[config.mk]
export PLATFORM = sky130hd
export DESIGN_NAME = pcu_core
export DESIGN_NICKNAME = d
export VERILOG_FILES = /design/src/rtl/pcu_pkg.sv /design/src/rtl/pcu_boot_seq.sv /design/src/rtl/pcu_next_calc.sv /design/src/rtl/pcu_core.sv
export SDC_FILE = /design/constraint.sdc
export NUM_CORES = 1
export LEC_CHECK = 0
export ABC_AREA = 1
export BUFFER_PORTS_ARGS = -buffer_cell sky130_fd_sc_hd__buf_2
export CORE_AREA = 2 2 62 64
export DETAILED_ROUTE_END_ITERATION = 8
export DIE_AREA = 0 0 64 66
export GPL_TIMING_DRIVEN = 0
export PLACE_DENSITY = 0.73
export SLEW_MARGIN = 20
export SYNTH_ARGS = -nofsm -noshare
export SYNTH_HDL_FRONTEND = slang
export SYNTH_SLANG_ARGS = --single-unit
export TNS_END_PERCENT = 30
[constraint.sdc]
create_clock -name clk -period 1.85 [get_ports clk]
set_input_delay 0.185 -clock clk [delete_from_list [all_inputs] [get_ports clk]]
set_output_delay 0.185 -clock clk [all_outputs]
set_load 0.01 [all_outputs]
[src/rtl/pcu_pkg.sv]
package pcu_pkg;
   typedef enum logic [0:0] {
      PH_BOOT = 1'b0,
      PH_RUN  = 1'b1
   } pcu_phase_e;
endpackage

[src/rtl/pcu_boot_seq.sv]
module pcu_boot_seq
   import pcu_pkg::*;
#(
   parameter int ADDR_W   = 16,
   parameter int DATA_W   = 8,
   parameter int VEC_BASE = 0
) (
   input  logic              clk,
   input  logic              rst_n,
   output pcu_phase_e        phase,
   output logic [ADDR_W/DATA_W-1:0] lane_we,
   output logic [ADDR_W-1:0] boot_addr
);
   localparam int NB    = ADDR_W / DATA_W;
   localparam int IDX_W = (NB > 1) ? $clog2(NB) : 1;

   logic [IDX_W-1:0] idx_q;
   pcu_phase_e       phase_q;

   always_ff @(posedge clk) begin
      if (!rst_n) begin
         idx_q   <= '0;
         phase_q <= PH_BOOT;
      end else if (phase_q == PH_BOOT) begin
         if (idx_q == IDX_W'(NB - 1)) begin
            phase_q <= PH_RUN;
         end else begin
            idx_q <= idx_q + 1'b1;
         end
      end
   end

   for (genvar g = 0; g < NB; g++) begin : g_lane
      assign lane_we[g] = (phase_q == PH_BOOT) && (idx_q == IDX_W'(g));
   end

   assign phase     = phase_q;
   assign boot_addr = ADDR_W'(VEC_BASE) + ADDR_W'(idx_q);

   AST_BOOT_ORDER: assert property (@(posedge clk) disable iff (!rst_n)
      (phase_q == PH_BOOT && idx_q != IDX_W'(NB - 1)) |=> boot_addr == $past(boot_addr) + 1'b1);
   AST_READY_STICKY: assert property (@(posedge clk) disable iff (!rst_n)
      (phase_q == PH_RUN) |=> (phase_q == PH_RUN));
endmodule

[src/rtl/pcu_next_calc.sv]
module pcu_next_calc #(
   parameter int ADDR_W = 16,
   parameter int LEN_W  = 3
) (
   input  logic [ADDR_W-1:0] pc,
   input  logic              step_en,
   input  logic [LEN_W-1:0]  step_len,
   input  logic              jump_en,
   input  logic [ADDR_W-1:0] jump_addr,
   output logic [ADDR_W-1:0] nxt,
   output logic              upd
);
   logic [ADDR_W-1:0] len_ext;

   if (LEN_W < ADDR_W) begin : g_zext
      assign len_ext = {{(ADDR_W - LEN_W){1'b0}}, step_len};
   end else begin : g_trunc
      assign len_ext = step_len[ADDR_W-1:0];
   end

   always_comb begin
      upd = jump_en || step_en;
      if (jump_en) begin
         nxt = jump_addr;
      end else if (step_en) begin
         nxt = pc + len_ext;
      end else begin
         nxt = pc;
      end
   end
endmodule

[src/rtl/pcu_core.sv]
module pcu_core
   import pcu_pkg::*;
#(
   parameter int ADDR_W   = 16,
   parameter int DATA_W   = 8,
   parameter int LEN_W    = 3,
   parameter int MAX_LEN  = 4,
   parameter int VEC_BASE = 0
) (
   input  logic              clk,
   input  logic              rst_n,
   input  logic [DATA_W-1:0] mem_rdata,
   input  logic [LEN_W-1:0]  step_len,
   input  logic              step_en,
   input  logic              jump_en,
   input  logic [ADDR_W-1:0] jump_addr,
   output logic [ADDR_W-1:0] pc_o,
   output logic [ADDR_W-1:0] mem_addr,
   output logic              ready
);
   localparam int NB = ADDR_W / DATA_W;

   if (ADDR_W % DATA_W != 0) begin : g_chk_lanes
      $error("ADDR_W must be a whole number of DATA_W lanes");
   end
   if (MAX_LEN < 1 || MAX_LEN >= (1 << LEN_W)) begin : g_chk_len
      $error("MAX_LEN must fit in LEN_W bits and be at least 1");
   end
   if (VEC_BASE < 0 || VEC_BASE + NB > (1 << ADDR_W)) begin : g_chk_base
      $error("vector table must lie inside the address space");
   end

   pcu_phase_e        phase;
   logic [NB-1:0]     lane_we;
   logic [ADDR_W-1:0] boot_addr;
   logic [ADDR_W-1:0] nxt;
   logic              upd;
   logic [ADDR_W-1:0] pc_q;
   logic [ADDR_W-1:0] pc_d;
   logic              run;

   pcu_boot_seq #(
      .ADDR_W  (ADDR_W),
      .DATA_W  (DATA_W),
      .VEC_BASE(VEC_BASE)
   ) u_boot (
      .clk      (clk),
      .rst_n    (rst_n),
      .phase    (phase),
      .lane_we  (lane_we),
      .boot_addr(boot_addr)
   );

   pcu_next_calc #(
      .ADDR_W(ADDR_W),
      .LEN_W (LEN_W)
   ) u_next (
      .pc       (pc_q),
      .step_en  (step_en),
      .step_len (step_len),
      .jump_en  (jump_en),
      .jump_addr(jump_addr),
      .nxt      (nxt),
      .upd      (upd)
   );

   assign run = (phase == PH_RUN);

   always_comb begin
      pc_d = pc_q;
      if (run) begin
         if (upd) pc_d = nxt;
      end else begin
         for (int i = 0; i < NB; i++) begin
            if (lane_we[i]) pc_d[i*DATA_W +: DATA_W] = mem_rdata;
         end
      end
   end

   always_ff @(posedge clk) begin
      if (!rst_n) pc_q <= '0;
      else        pc_q <= pc_d;
   end

   assign pc_o     = pc_q;
   assign ready    = run;
   assign mem_addr = run ? pc_q : boot_addr;

   AST_RUN_ADDR: assert property (@(posedge clk) disable iff (!rst_n)
      ready |-> mem_addr == pc_o);
   AST_JUMP_LOAD: assert property (@(posedge clk) disable iff (!rst_n)
      (ready && jump_en) |=> pc_o == $past(jump_addr));
   AST_STEP_ADD: assert property (@(posedge clk) disable iff (!rst_n)
      (ready && step_en && !jump_en) |=> pc_o == $past(pc_o) + ADDR_W'($past(step_len)));
   AST_LEN_LEGAL: assert property (@(posedge clk) disable iff (!rst_n)
      (ready && step_en && !jump_en) |-> (step_len >= LEN_W'(1) && step_len <= LEN_W'(MAX_LEN)));
   AST_IDLE_HOLD: assert property (@(posedge clk) disable iff (!rst_n)
      (ready && !step_en && !jump_en) |=> $stable(pc_o));
endmodule

Yosys cells after proc, flatten, opt, wreduce, memory -nomap -nowiden
Cells that the tools add are included.
{"block": "word_totals", "reg_bits": 18, "out_inout_bits": 33, "wordCells": 27}
{"block": "classes", "addsub": 2, "n_reduce_logical": 7, "muxes": 10, "bitwise": 2, "n_eq_ne": 2}
{"op": "$mux W16", "n": 5}
{"op": "$add A16 B3 Y16", "n": 1}
{"op": "$mux W8", "n": 2}
{"op": "$reduce_and A3 Y1", "n": 2}
{"op": "$reduce_bool A2 Y1", "n": 2}
{"op": "$mux W1", "n": 3}
{"op": "$ne A3 B3 Y1 const B", "n": 1}
{"op": "$logic_and A1 B1 Y1", "n": 2}
{"op": "$ne A2 B1 Y1 const B", "n": 1}
{"op": "$not A1 Y1", "n": 2}
{"op": "$add A1 B1 Y1 const B", "n": 1}
{"op": "$logic_or A1 B1 Y1", "n": 1}

Logic depth before layout (Yosys ltp)
{"block": "depth", "depth_word": 5, "mapped_depth": 11, "depth_no_buf": 11}

Modules after synthesis
Synthesis repeated with hierarchy kept, for this count alone.
{"block": "hier_totals", "hier_cells": 356, "area_unflattened_um2": 2006.9}
{"module": "pcu_core", "cells_per_inst": 188, "area_per_inst_um2": 1069.8, "seq_area_each_um2": 320.3, "n_inst": 1}
{"module": "pcu_next_calc", "cells_per_inst": 143, "area_per_inst_um2": 749.5, "seq_area_each_um2": 0.0, "n_inst": 1}
{"module": "pcu_boot_seq", "cells_per_inst": 25, "area_per_inst_um2": 187.7, "seq_area_each_um2": 40.0, "n_inst": 1}

Worst setup path before layout
OpenSTA, ideal clock, no wires.
{"block": "synth_path", "path_kind": "reg-to-reg", "start": "register pc_q[0] (netlist: pc_o[0])", "end": "register pc_q[8] (netlist: pc_o[8])", "period_less_slack_ns": 1.667, "path_buffers": 0, "setup_ns": 0.122, "stages_incl_launch_ff": 11, "path_slack_ns": 0.183, "t_arrival_ns": 1.545, "path_cell_list": "dfxtp_1 -> ha_1 -> fa_1 -> nand2_1 -> nand2_1 -> nand2_1 -> inv_1 -> nand2_1 -> nor2_1 -> o21ai_0 -> a21oi_1"}
{"block": "synth_between", "elab_chain_len": 5}
{"item": "start, declared", "line": "pcu_core.sv:38", "source": "logic [ADDR_W-1:0] pc_q;"}
{"item": "start signal, assigned", "line": "pcu_core.sv:82", "source": "else pc_q <= pc_d;"}
{"item": "$add A16 B3 Y16", "line": "pcu_next_calc.sv:26", "source": "nxt = pc + len_ext;"}
{"item": "$mux W16", "line": "pcu_next_calc.sv:25", "source": "end else if (step_en) begin"}
{"item": "$mux W16", "line": "pcu_next_calc.sv:23", "source": "if (jump_en) begin"}
{"item": "$mux W16", "line": "pcu_core.sv:72", "source": "if (upd) pc_d = nxt;"}
{"item": "$mux W16", "line": "pcu_core.sv:71", "source": "if (run) begin"}
No other way between the ends. The select of a mux whose other input is x is not followed.
A chain may end at the register's enable or synchronous reset.

Worst setup path in the final report
Ends and elaborated chain as after synthesis.

==> results.toml <==
[worst_setup_path]
crit_chain = "ha_1, fa_1, nand2_1, nand2_2, nand2_2, inv_1, nand2_1, nor2_1, o21ai_1, a21oi_1"
path_buf_inv = 1
max_stage_delay_ns = 0.40
crit_path_end_kind = "flip-flop"
cp_top_family = "adder cells"
critPathKind = "flip-flop to flip-flop"
path_max_fanout = 4
crit_arrival_ns = 1.93
slowest_stage = "fa_1"
critPathLaunchType = "flip-flop"
required_ns = 2.06

[drt]
wl_per_cell_um = 11.5
drtIter0Drc = 135
firstDrtPassIters = 5
vias = 1893
routed_wl_um = 4540
ant_nets = 0
post-route-drc-count = 0
avgViaCountPerCell = 4.80

[logic_synthesis]
synth_top_area_share_pct = 23.2
avgSynthCellArea_sq_um = 5.53
ys_ff_latch = 18
synth_fa_ha_area_share_pct = 3.70
synthSimpleGateAreaFrac_pct = 41.9
synth_top_family_by_area = "simple AND/OR/NAND/NOR gates"
synth.distinct_cells = 27
synth_mux_area_share_pct = 0
yosysTopAreaCell = "dfxtp_1"
ys_warn_count = 0
seq_area_frac_synth_pct = 23.2
synth_area_leaders = "dfxtp_1 (23%), nand2_1 (16%), nor2_1 (15%)"
synth_nets = 316
synth_compound_area_share_pct = 16.3
synth-xor-area-share_pct = 1.13
syn_inst = 281
synthesis.area_sq_um = 1550

[global_route]
grt_max_degree = 20
grt_pass1_wl_um = 7350
gr-total-overflow = 0
grt_util_all_layers_pct = 22.2
grt_pass1_vias = 1607
antenna_found_initial = 0

[clocking]
post_cts_buffers = 0
clk_path_buf_depth = 2
htreeDepth = 1
cts.clk_slew.worst_paths_ns = 0.12
cts_root_buffer = "clkbuf_4"
clock_sinks = 18
clkLatencyLatePin_ns = 0.31
cts_buffers = 3
cts_tree = "built"

[final_layout]
fin_cells = 394
antenna_cells = 0
nets = 382
syn2layout_area_growth_pct = 26.3
drive_above_1_share_pct = 24.6

[sta]
slew_headroom_pct = 65.6
fin_tns_setup_ns = 0
worst_slew_pin_slew_ns = 0.516
layout_min_cycle_time_ns = 1.72
setup_viol = 0
skew_ns = 0.00556
rsz0062_at_grt = "no"
slew_violations = 0
hold_viol = 0
max_clock_freq_ghz = 0.580
min_period_over_period_pct = 93.1

[power_and_ir_drop]
power_leakage_uw = 0.00115
power.density_nw_per_um2 = 617
peakVddDrop_v = 0.000458

[floorplanning]
io_pins = 64
fp.dieW_um = 64
die_y_um = 66
core_sq_um = 3550
dieArea_sq_um = 4220
rows = 22
start_util_pct = 43.8

[outcome]
status = "finished, final reports clean"

[placed_design]
place_congestion = 0.864
dp.cells = 391
io_buffers = 62
hpwl_um = 3400

[worst_hold_path]
worstHoldPathType = "input pin to flip-flop"

[run]
max_cap_violations = 0
==> cells in the mapped netlist (all sizes together) <==
cell,n
xnor2,2
ha,3
o21ai,27
inv,44
dfxtp,18
fa,1
nand3,13
or2,1
clkbuf,1
nor2,67
clkinv,1
nand4,3
nand3b,1
nand2,70
a21oi,20
o211ai,1
buf,8
==> tightest hold or removal path, cell delays in order <==
cell      delay [ns]
buf_2           0.08
o211ai_1        0.08
a21oi_1         0.12
==> registers in the layout, indices dropped and copies added (netlist names) <==
| register | count |
|---|---|
| u_boot.idx_q | 1 |
| u_boot.phase | 1 |
| pc_o | 16 |
==> power breakdown <==
group          internal, uW  leakage, uW  switching [uW]
registers               433     0.000150            76.7
logic                   172     0.000980             269
clock network           120    0.0000210             140
total                   726      0.00115             486
==> final timing paths <==
kind	start	endpoint	slack, ns	cells past startpoint
max	pc_o[0]	pc_o[8]	0.13	10
min	jump_addr[2]	pc_o[2]	0.18	3
max reg2reg	pc_o[0]	pc_o[8]	0.13	10
min reg2reg	u_boot.idx_q	u_boot.idx_q	0.52	2
==> what timing repair did <==
action                                  in CTS  in global routing
cloned                                       0                  0
resized for setup                            0                  5
endpoints found under the setup margin      10                 11
hold endpoints to repair                     0                  0
hold buffers                                 0                  0
==> layer usage <==
layer	vias up	GRT usage (%)	share of wire [%]
li1	1001	-	-
met1	830	29.6	46
met4	0	5.16	0.64
met3	2	4.26	7.3
met5	-	0	0
met2	60	37.0	46
==> area by class of cell <==
type                    count  area [sq um]
repair buffers             62           310
inverters                  45           169
plain buffers               8          42.5
fillers                   383          1590
flip-flops and latches     18           360
clock buffers               4          36.3
multi-input cells         209           985
well taps                  48          60.1
==> through the flow <==
step                      power [uW]  hold slack, ns  util (%)  setup slack, ns  instance area, sq um
after CTS                       1210           0.164      55.1           0.0314                  1960
after global routing            1300           0.161      55.3           0.0456                  1960
after global placement           950           0.481      54.2           0.0659                  1920
after detailed placement         955           0.502      54.2           0.0584                  1920
after floorplan                  783           0.323         -            0.183                  1550
final                           1210           0.176      55.3            0.127                  1960
==> cell families after synthesis <==
logic type,after synthesis
XOR/XNOR,2
AND/OR/NAND/NOR,155
adder cells (fa/ha/maj),4
AO/OA/AOI/OAI,48
flip-flops,18
buffers and inverters,54
==> cells in the final DEF (no fill, tap or decap), types with 2 or more instances in the layout <==
| cell | n |
|---|---|
| a21oi_1 | 17 |
| a21oi_2 | 3 |
| buf_2 | 66 |
| clkbuf_4 | 4 |
| dfxtp_1 | 18 |
| ha_1 | 3 |
| inv_1 | 42 |
| inv_2 | 2 |
| nand2_1 | 65 |
| nand2_2 | 4 |
| nand3_1 | 13 |
| nand4_1 | 3 |
| nor2_1 | 64 |
| o21ai_0 | 23 |
| o21ai_1 | 4 |
| xnor2_1 | 2 |
Power figures use the tool's default switching activity.
